===== src/rtl/e3oh_pkg.sv =====
package e3oh_pkg;

    // Overhead bits per E3 frame: ten alignment bits, alarm bit, national bit
    localparam int OH_BITS = 12;

    // Default overhead, bit i of the vector = overhead index i
    // indices 0..9: 1111010000, index 10 (A) = 0, index 11 (N) = 1
    localparam logic [OH_BITS-1:0] OH_DEFAULT = 12'h82F;

    typedef enum logic [1:0] {
        ST_PAYLOAD = 2'd0,
        ST_OH_HIGH = 2'd1,
        ST_OH_LOW  = 2'd2
    } oh_state_e;

endpackage


===== src/rtl/e3oh_pos_counter.sv =====
module e3oh_pos_counter #(
    parameter int FRAME_LEN = 1536,
    parameter int PW        = $clog2(FRAME_LEN)
) (
    input  logic          clk,
    input  logic          rst_n,
    output logic [PW-1:0] pos
);

    localparam logic [PW-1:0] LAST_POS = PW'(FRAME_LEN - 1);

    always_ff @(posedge clk or negedge rst_n) begin
        if (!rst_n) begin
            pos <= '0;
        end else if (pos == LAST_POS) begin
            pos <= '0;
        end else begin
            pos <= pos + 1'b1;
        end
    end

    // Frame timing wraps after the last position (R2 window placement)
    assert_pos_wrap_R2: assert property (@(posedge clk) disable iff (!rst_n)
        (pos == LAST_POS) |=> (pos == '0));

endmodule


===== src/rtl/e3oh_strobe_fsm.sv =====
module e3oh_strobe_fsm
    import e3oh_pkg::*;
#(
    parameter int FRAME_LEN = 1536,
    parameter int PW        = $clog2(FRAME_LEN),
    parameter int IW        = $clog2(OH_BITS)
) (
    input  logic          clk,
    input  logic          rst_n,
    input  logic [PW-1:0] pos,
    output logic          oh_clk,
    output logic          oh_frame,
    output logic          cap_en,
    output logic [IW-1:0] cap_idx,
    output logic          frame_end
);

    localparam int            WIN_START = FRAME_LEN - 2 * OH_BITS;
    localparam logic [PW-1:0] WIN_PRE   = PW'(WIN_START - 1);
    localparam logic [PW-1:0] WIN_POS   = PW'(WIN_START);
    localparam logic [IW-1:0] IDX_LAST  = IW'(OH_BITS - 1);

    oh_state_e     state_q, state_d;
    logic [IW-1:0] idx_q, idx_d;

    // state register
    always_ff @(posedge clk or negedge rst_n) begin
        if (!rst_n) begin
            state_q <= ST_PAYLOAD;
            idx_q   <= '0;
        end else begin
            state_q <= state_d;
            idx_q   <= idx_d;
        end
    end

    // transitions: window open, capture, next bit, window close
    always_comb begin
        state_d = state_q;
        idx_d   = idx_q;
        unique case (state_q)
            ST_PAYLOAD: begin
                if (pos == WIN_PRE) begin
                    state_d = ST_OH_HIGH;
                    idx_d   = '0;
                end
            end
            ST_OH_HIGH: begin
                state_d = ST_OH_LOW;
            end
            ST_OH_LOW: begin
                if (idx_q == IDX_LAST) begin
                    state_d = ST_PAYLOAD;
                end else begin
                    state_d = ST_OH_HIGH;
                    idx_d   = idx_q + 1'b1;
                end
            end
            default: begin
                state_d = ST_PAYLOAD;
                idx_d   = '0;
            end
        endcase
    end

    // outputs
    always_comb begin
        oh_clk    = (state_q == ST_OH_HIGH);
        cap_en    = (state_q == ST_OH_HIGH);
        cap_idx   = idx_q;
        oh_frame  = (state_q != ST_PAYLOAD) && (idx_q == '0);
        frame_end = (state_q == ST_OH_LOW) && (idx_q == IDX_LAST);
    end

    // pulses sit only on even offsets inside the handshake window
    assert_pulse_window_R2: assert property (@(posedge clk) disable iff (!rst_n)
        oh_clk |-> ((pos >= WIN_POS) && (((pos - WIN_POS) & PW'(1)) == '0)));

    // each pulse lasts one clock
    assert_pulse_single_R2: assert property (@(posedge clk) disable iff (!rst_n)
        oh_clk |=> !oh_clk);

    // marker starts together with a pulse
    assert_marker_start_R3: assert property (@(posedge clk) disable iff (!rst_n)
        $rose(oh_frame) |-> oh_clk);

    // marker only at the first two window positions
    assert_marker_pos_R3: assert property (@(posedge clk) disable iff (!rst_n)
        oh_frame |-> ((pos == WIN_POS) || (pos == WIN_POS + 1'b1)));

endmodule


===== src/rtl/e3oh_ovr_path.sv =====
module e3oh_ovr_path
    import e3oh_pkg::*;
#(
    parameter int PW = 11,
    parameter int IW = $clog2(OH_BITS)
) (
    input  logic          clk,
    input  logic          rst_n,
    input  logic [PW-1:0] pos,
    input  logic          tx_in,
    input  logic          cap_en,
    input  logic [IW-1:0] cap_idx,
    input  logic          frame_end,
    input  logic          oh_ins,
    input  logic          oh_dat,
    output logic          tx_out
);

    localparam logic [PW-1:0] OH_END = PW'(OH_BITS);

    logic [OH_BITS-1:0] shadow_q;
    logic [OH_BITS-1:0] active_q;

    always_ff @(posedge clk or negedge rst_n) begin
        if (!rst_n) begin
            shadow_q <= OH_DEFAULT;
            active_q <= OH_DEFAULT;
            tx_out   <= 1'b0;
        end else begin
            if (cap_en) begin
                shadow_q[cap_idx] <= oh_ins ? oh_dat : OH_DEFAULT[cap_idx];
            end
            if (frame_end) begin
                active_q <= shadow_q;
            end
            if (pos < OH_END) begin
                tx_out <= active_q[pos[IW-1:0]];
            end else begin
                tx_out <= tx_in;
            end
        end
    end

    // payload positions pass through with one clock of latency
    assert_payload_pass_R8: assert property (@(posedge clk) disable iff (!rst_n)
        (pos >= OH_END) |=> (tx_out == $past(tx_in)));

    // an inserted value lands in the collection register
    assert_insert_fill_R5: assert property (@(posedge clk) disable iff (!rst_n)
        (cap_en && oh_ins) |=> (shadow_q[$past(cap_idx)] == $past(oh_dat)));

    // a skipped index falls back to its default
    assert_default_fill_R6: assert property (@(posedge clk) disable iff (!rst_n)
        (cap_en && !oh_ins) |=> (shadow_q[$past(cap_idx)] == OH_DEFAULT[$past(cap_idx)]));

endmodule


===== src/rtl/e3oh_insert_port.sv =====
module e3oh_insert_port
    import e3oh_pkg::*;
#(
    parameter int FRAME_LEN = 1536
) (
    input  logic clk,
    input  logic rst_n,
    input  logic tx_in,
    output logic tx_out,
    output logic oh_clk,
    output logic oh_frame,
    input  logic oh_ins,
    input  logic oh_dat
);

    localparam int PW = $clog2(FRAME_LEN);
    localparam int IW = $clog2(OH_BITS);

    logic [PW-1:0] pos;
    logic          cap_en;
    logic [IW-1:0] cap_idx;
    logic          frame_end;

    e3oh_pos_counter #(
        .FRAME_LEN (FRAME_LEN),
        .PW        (PW)
    ) u_pos (
        .clk   (clk),
        .rst_n (rst_n),
        .pos   (pos)
    );

    e3oh_strobe_fsm #(
        .FRAME_LEN (FRAME_LEN),
        .PW        (PW),
        .IW        (IW)
    ) u_fsm (
        .clk       (clk),
        .rst_n     (rst_n),
        .pos       (pos),
        .oh_clk    (oh_clk),
        .oh_frame  (oh_frame),
        .cap_en    (cap_en),
        .cap_idx   (cap_idx),
        .frame_end (frame_end)
    );

    e3oh_ovr_path #(
        .PW (PW),
        .IW (IW)
    ) u_path (
        .clk       (clk),
        .rst_n     (rst_n),
        .pos       (pos),
        .tx_in     (tx_in),
        .cap_en    (cap_en),
        .cap_idx   (cap_idx),
        .frame_end (frame_end),
        .oh_ins    (oh_ins),
        .oh_dat    (oh_dat),
        .tx_out    (tx_out)
    );

    // the collection register is copied at the last frame position,
    // right before position 0 is transmitted
    assert_copy_at_wrap_R5: assert property (@(posedge clk) disable iff (!rst_n)
        frame_end |=> (pos == '0));

endmodule


===== config.mk =====
export PLATFORM = sky130hd
export DESIGN_NAME = e3oh_insert_port
export DESIGN_NICKNAME = d
export VERILOG_FILES = /design/src/rtl/e3oh_pkg.sv /design/src/rtl/e3oh_pos_counter.sv /design/src/rtl/e3oh_strobe_fsm.sv /design/src/rtl/e3oh_ovr_path.sv /design/src/rtl/e3oh_insert_port.sv
export SDC_FILE = /design/constraint.sdc
export NUM_CORES = 1
export LEC_CHECK = 0
export BUFFER_PORTS_ARGS = -buffer_cell sky130_fd_sc_hd__buf_2
export CORE_MARGIN = 2
export CORE_UTILIZATION = 47
export CTS_CLUSTER_DIAMETER = 120
export DETAILED_ROUTE_END_ITERATION = 10
export MAX_ROUTING_LAYER = met4
export PLACE_DENSITY = 0.69
export SLEW_MARGIN = 10
export SYNTH_ARGS = -nofsm -noshare
export SYNTH_HDL_FRONTEND = slang
export SYNTH_SLANG_ARGS = --single-unit

===== constraint.sdc =====
create_clock -name clk -period 4.95 [get_ports clk]
set_input_delay 0.2475 -clock clk [delete_from_list [all_inputs] [get_ports clk]]
set_output_delay 0.2475 -clock clk [all_outputs]
set_load 0.01 [all_outputs]

==> flow_summary_export.csv, run 1 <==
group,metric,value,unit
run_status,outcome,"complete, no violations",
synthesis,ys_top_cells_by_area,"dfrtp_1 35%, mux2_2 16%, dfstp_2 15%",
power_and_ir_drop,p_seq_frac,0.554,
timing,fin_crit_sh,0.382,
synthesis,ys_warn_count,0,
clock_network,htree_levels,2,
power_and_ir_drop,p_total,0.629,mW
synthesis,synth-main-ff-cell,"dfrtp_1",
detailed_routing,avgRoutedWirePerCell,16.9,um
global_route,grt_overflow,0,
setup_path,path_depth,4,
setup_path,worst_path_dominant_cell_family,"compound AO/OA/AOI/OAI gates",
detailed_routing,drc,0,
timing,slew_violations,0,
timing,tightest_slew,0.917,ns
power_and_ir_drop,switching_power,0.129,mW
setup_path,worstSetupEndpointType,"register",
detailed_routing,drt_wl_total,4010,um
timing,layout_min_cycle_time,1.89,ns
power_and_ir_drop,power_density,271,nW/um^2
clock_network,cts_tree,"yes",
power_and_ir_drop,leakagePower,1.01,nW
power_and_ir_drop,intPower,0.499,mW
timing,fin_tns_setup,0,ns
global_route,grtUsageTotal,0.179,
finish,area_growth,6.80,%
flow_run,cap_violations,0,
min_path,holdCritPathClass,"in -> async",
clock_network,cts_setup_buffers,0,
setup_path,start_kind,"register",
timing,finClkSkew,0.00596,ns
finish,drive_gt1_frac,0.378,
clock_network,cts_root_buf,"clkbuf_8",
setup_path,worstPathRequired,5.18,ns
setup_path,reg2reg_slack,3.06,ns
placement,port_buffers,7,
clock_network,numCtsBuffers,5,
synthesis,synthArstFlopShare,1.00,
synthesis,avgSynthCellArea,12.1,sq um
setup_path,rr_worst_depth,4,
global_route,grt_antenna_before_repair,0,
power_and_ir_drop,peakVddDrop,0.181,mV
synthesis,ys_ff_latch,42,
timing,setup_viol,0,
floorplanning,die_w,72.0,um
power_and_ir_drop,pwr-share-clk,0.425,
setup_path,crit_type,"reg -> reg",
setup_path,crit_slowest_cell,"o31ai_2",
detailed_routing,drtAntennaViolNets,0,
synthesis,netlist_top_cells_count,"30 x dfrtp_1, 30 x mux2_2, 12 x dfstp_2",
floorplanning,start_util,0.492,
detailed_routing,viasPerCell,5.81,
synthesis,netlist.area_leader.share,0.346,
global_route,grt_pass1_vias,1390,
clock_network,clockBufferDepth,2,
synthesis,synth_cells,180,
finish,num_antenna_cells,0,
power_and_ir_drop,comb_power_share,0.022,
placement,dp_hpwl,2770,um
detailed_routing,drt_pass1_iterations,4,
floorplanning,std_cell_rows,24,
timing,slew_headroom,0.389,
synthesis,synth_edf_count,0,
clock_network,path_clk_slew,0.08,ns
detailed_routing,first_iter_violations,77,
detailed_routing,vias,1376,
setup_path,crit_fanout,12,
floorplanning,io_pins,8,
synthesis,yosysSeqAreaShare,0.491,
power_and_ir_drop,swShare,0.206,
setup_path,crit_chain,"ha_1, nor2b_1, o31ai_2, mux2_2",
floorplanning,die_y,72.0,um
timing,whs,0.0840,ns
timing,hold_viol,0,
global_route,grt_pass1_wl,6860,um
synthesis,yosysTopAreaCell,"dfrtp_1",
finish,finalNetCount,194,
setup_path,path_buf_inv,0,
timing,rsz0062_at_grt,"no",
floorplanning,core_region_area,4410,sq um
clock_network,hold_buffers,0,
clock_network,cts.sinks,42,
setup_path,crit_arrival,2.12,ns
clock_network,clk_latency,0.29,ns
synthesis,ys_types,48,
clock_network,ctsResizeCount,0,
setup_path,crit_path_max_incr_delay,0.66,ns
synthesis,syn_nets,190,
placement,gp_congestion,0.855,
timing,max_freq,528,MHz
floorplanning,die_area,5180,sq um
synthesis,syn_area,2170,sq um
global_route,grt_max_degree,43,
## cell type report
class / instances / area [sq um]
inverters: 3 / 11.3
clock inverters: 3 / 40.0
repair buffers: 7 / 35.0
fillers: 376 / 2090
flip-flops and latches: 42 / 1070
well taps: 52 / 65.1
clock buffers: 5 / 68.8
multi-input cells: 125 / 1030
## logic make-up (layout without fill, tap and decap cells)
logic type,after synthesis,count (layout),share of synthesized area
XOR/XNOR,7,7,0.0282
buffers and inverters,13,18,0.0357
flip-flops,42,42,0.491
multiplexers,33,33,0.169
AO/OA/AOI/OAI,19,19,0.0645
AND/OR/NAND/NOR,61,61,0.183
adder cells (fa/ha/maj),5,5,0.0288
## cell usage in the layout, fill, tap and decap left out, types with 3 or more instances in the layout
| cell type | n |
|---|---|
| mux2_2 | 30 |
| dfrtp_1 | 30 |
| dfstp_2 | 12 |
| nor2_1 | 10 |
| nand3_1 | 7 |
| buf_2 | 7 |
| nand2_1 | 6 |
| ha_1 | 5 |
| clkbuf_8 | 5 |
| xnor2_1 | 4 |
| nor2b_1 | 4 |
| nor3_1 | 4 |
| nand3b_1 | 4 |
| o2bb2ai_1 | 4 |
| inv_1 | 3 |
| and3_1 | 3 |
| xor2_1 | 3 |
| mux2i_1 | 3 |
| nor3b_1 | 3 |
| nand2b_1 | 3 |
## metrics by stage
stage	area [sq um]	util	cells	setup WS (ns)
2_1_floorplan	2170	-	180	3.38
3_3_place_gp	2210	0.500	229	2.91
3_5_place_dp	2210	0.500	229	2.72
4_1_cts	2310	0.524	237	2.68
5_1_grt	2320	0.526	237	2.90
6_report	2320	0.526	237	3.06
## final timing paths
check,start,end
worst max-delay path,u_fsm.cap_idx[0]$_DFFE_PN0P_,u_path.shadow_q[3]$_DFFE_PN1P_
worst min-delay path,rst_n,u_path.active_q[4]$_DFFE_PN0P_
worst max register to register,u_fsm.cap_idx[0]$_DFFE_PN0P_,u_path.shadow_q[3]$_DFFE_PN1P_
worst min register to register,u_path.active_q[10]$_DFFE_PN0P_,u_path.active_q[10]$_DFFE_PN0P_
max in group asynchronous,rst_n,u_pos.pos[8]$_DFF_PN0_
min in group clk,tx_in,u_path.tx_out$_DFF_PN0_
## power groups by stage
stage	Combinational, mW	Sequential (mW)	Clock (mW)
final	0.0135	0.348	0.267
after global routing	0.0159	0.348	0.286
after CTS	0.0138	0.348	0.271
after detailed placement	0.0138	0.354	0
after global placement	0.0130	0.354	0
after floorplan	0.00416	0.354	0
## layer usage
metal / vias to the layer above / wire length, um / GRT usage
met5: - / 0 / -
met4: 0 / 51 / 0.0524
met3: 4 / 97 / 0.0417
met2: 20 / 1950 / 0.280
met1: 696 / 1910 / 0.236
li1: 656 / - / -
## registers in the layout, summed over array words and instances (netlist names)
name / cells
u_path.tx_out: 1
u_fsm.state_q: 2
u_pos.pos: 11
u_path.shadow_q: 12
u_path.active_q: 12
u_fsm.cap_idx: 4
Note: power is estimated with default switching activity, not from simulation.
==> run 2: changes to the inputs <==
- clock period: 4.95 -> 2 ns (I/O delays scaled with it)
==> run 2 against run 1 <==
Clock power grew 150%. Global-route usage is 0.12 points lower. Cell area grew 1.8%. Count of clock-buffer cells in the layout up 1. Register-to-register slack got worse by 2.9 ns. Sequential share of layout area is 0.80 points lower. Combinational power increased to 2.6 times the previous value. Clock skew is 0.0084 ns higher. Sequential power grew 150%. Critical path type unchanged. Critical endpoint is now u_path.shadow_q[6]$_DFFE_PN0P_. Largest cell class unchanged.
==> flow_summary_export.csv, run 2 (same netlist as run 1, synthesis figures left out) <==
group,metric,value,unit
setup_path,crit_chain,"inv_1, ha_1, nor3b_1, o31ai_2, mux2_2",
timing,whs,0.151,ns
timing,slew_violations,0,
clock_network,path_clk_slew,0.09,ns
setup_path,worstPathRequired,2.23,ns
clock_network,htree_levels,2,
setup_path,start_kind,"register",
clock_network,cts.sinks,42,
detailed_routing,drt_wl_total,4000,um
detailed_routing,drc,0,
setup_path,path_buf_inv,1,
timing,max_freq,554,MHz
placement,gp_congestion,0.843,
setup_path,worstSetupEndpointType,"register",
clock_network,cts_root_buf,"clkbuf_8",
floorplanning,start_util,0.492,
min_path,holdCritPathClass,"in -> reg",
setup_path,crit_fanout,12,
setup_path,r2r-start,"u_fsm.cap_idx[1]$_DFFE_PN0P_",
global_route,grt_max_degree,43,
global_route,grt_overflow,0,
floorplanning,io_pins,8,
finish,num_antenna_cells,0,
global_route,grt_pass1_vias,1455,
detailed_routing,drtAntennaViolNets,0,
timing,tightest_slew,0.914,ns
timing,finClkSkew,0.0144,ns
detailed_routing,first_iter_violations,43,
floorplanning,std_cell_rows,24,
clock_network,numCtsBuffers,5,
clock_network,cts_tree,"yes",
timing,layout_min_cycle_time,1.80,ns
placement,port_buffers,7,
run_status,outcome,"complete, no violations",
setup_path,crit_type,"reg -> reg",
finish,drive_gt1_frac,0.384,
power_and_ir_drop,power_density,663,nW/um^2
setup_path,startpoint,"u_fsm.cap_idx[1]$_DFFE_PN0P_",
finish,final_util,0.535,
setup_path,worst_path_dominant_cell_family,"compound AO/OA/AOI/OAI gates",
setup_path,crit_slowest_cell,"o31ai_2",
detailed_routing,drt_pass1_iterations,4,
floorplanning,die_area,5180,sq um
placement,dp_hpwl,2860,um
floorplanning,die_w,72.0,um
finish,area_growth,8.70,%
detailed_routing,avgRoutedWirePerCell,16.5,um
timing,fin_crit_sh,0.902,
finish,reg.largest.list,"u_path.active_q: 12 flops, u_path.shadow_q: 12 flops, u_pos.pos: 11 flops",
power_and_ir_drop,peakVddDrop,0.643,mV
min_path,min_from,"tx_in",
clock_network,clockBufferDepth,2,
timing,setup_viol,0,
timing,slew_headroom,0.391,
global_route,grt_antenna_before_repair,0,
setup_path,crit_path_max_incr_delay,0.61,ns
power_and_ir_drop,leakagePower,1.03,nW
detailed_routing,viasPerCell,5.79,
global_route,grt_pass1_wl,6910,um
floorplanning,die_y,72.0,um
timing,fin_tns_setup,0,ns
finish,final_cell_mix,"30 x mux2_2, 30 x dfrtp_1, 12 x dfstp_2, 10 x nor2_1",
setup_path,crit_arrival,2.03,ns
timing,rsz0062_at_grt,"no",
detailed_routing,vias,1401,
floorplanning,core_region_area,4410,sq um
finish,finalNetCount,199,
timing,hold_viol,0,
global_route,grtUsageTotal,0.178,
flow_run,cap_violations,0,
placement,dp_cells,233,
finish,final_cell_count_no_fill,242,
clock_network,clk_latency,0.29,ns
==> run 2: worst min-delay path, cell delays in order <==
cell	delay, ns
buf_2	0.10
a31oi_1	0.14
a41oi_1	0.06
==> run 2: layout make-up <==
| cell class | count | area [sq um] |
|---|---|---|
| multi-input combinational | 125 | 1030 |
| clock buffer | 6 | 72.6 |
| fill | 372 | 2050 |
| sequential | 42 | 1070 |
| clock inverter | 2 | 37.5 |
| timing repair buffer | 12 | 75.1 |
| inverter | 3 | 11.3 |
| tap | 52 | 65.1 |
==> run 2: report_power, final <==
part | switching [mW] | internal (mW)
clock network | 0.294 | 0.373
logic | 0.0245 | 0.0108
registers | 0.00338 | 0.859
total | 0.322 | 1.24
==> run 2: worst paths after layout <==
path | endpoint | slack (ns) | cells past startpoint
worst max-delay path | u_path.shadow_q[6]$_DFFE_PN0P_ | 0.20 | 5
worst min-delay path | u_path.tx_out$_DFF_PN0_ | 0.15 | 3
worst max register to register | u_path.shadow_q[6]$_DFFE_PN0P_ | 0.20 | 5
worst min register to register | u_path.active_q[7]$_DFFE_PN0P_ | 0.52 | 1
max in group asynchronous | u_pos.pos[6]$_DFF_PN0_ | 0.95 | 2
min in group asynchronous | u_path.shadow_q[7]$_DFFE_PN0P_ | 0.48 | 2
==> run 2: per-layer routing <==
layer	vias up	track usage	wire [um]
li1	665	-	-
met1	716	0.226	1890
met2	15	0.291	1980
met3	5	0.0375	77
met4	0	0.0503	53
met5	-	-	0
==> run 2: what timing repair did <==
item / in CTS / in global routing
setup endpoints to repair: 12 / 0
endpoints found under the hold margin: 30 / 0
buffers inserted: 0 / 0
hold buffers: 1 / 0
resized for setup: 1 / 0
==> run 2: stage by stage <==
stage                     instance area, sq um  power (mW)  worst slack, ns
after detailed placement                  2240       0.912           -0.192
after global routing                      2360        1.61           0.0412
after global placement                    2240       0.910           0.0601
after floorplan                           2170       0.887            0.433
after CTS                                 2360        1.57            0.180
final                                     2360        1.56            0.196
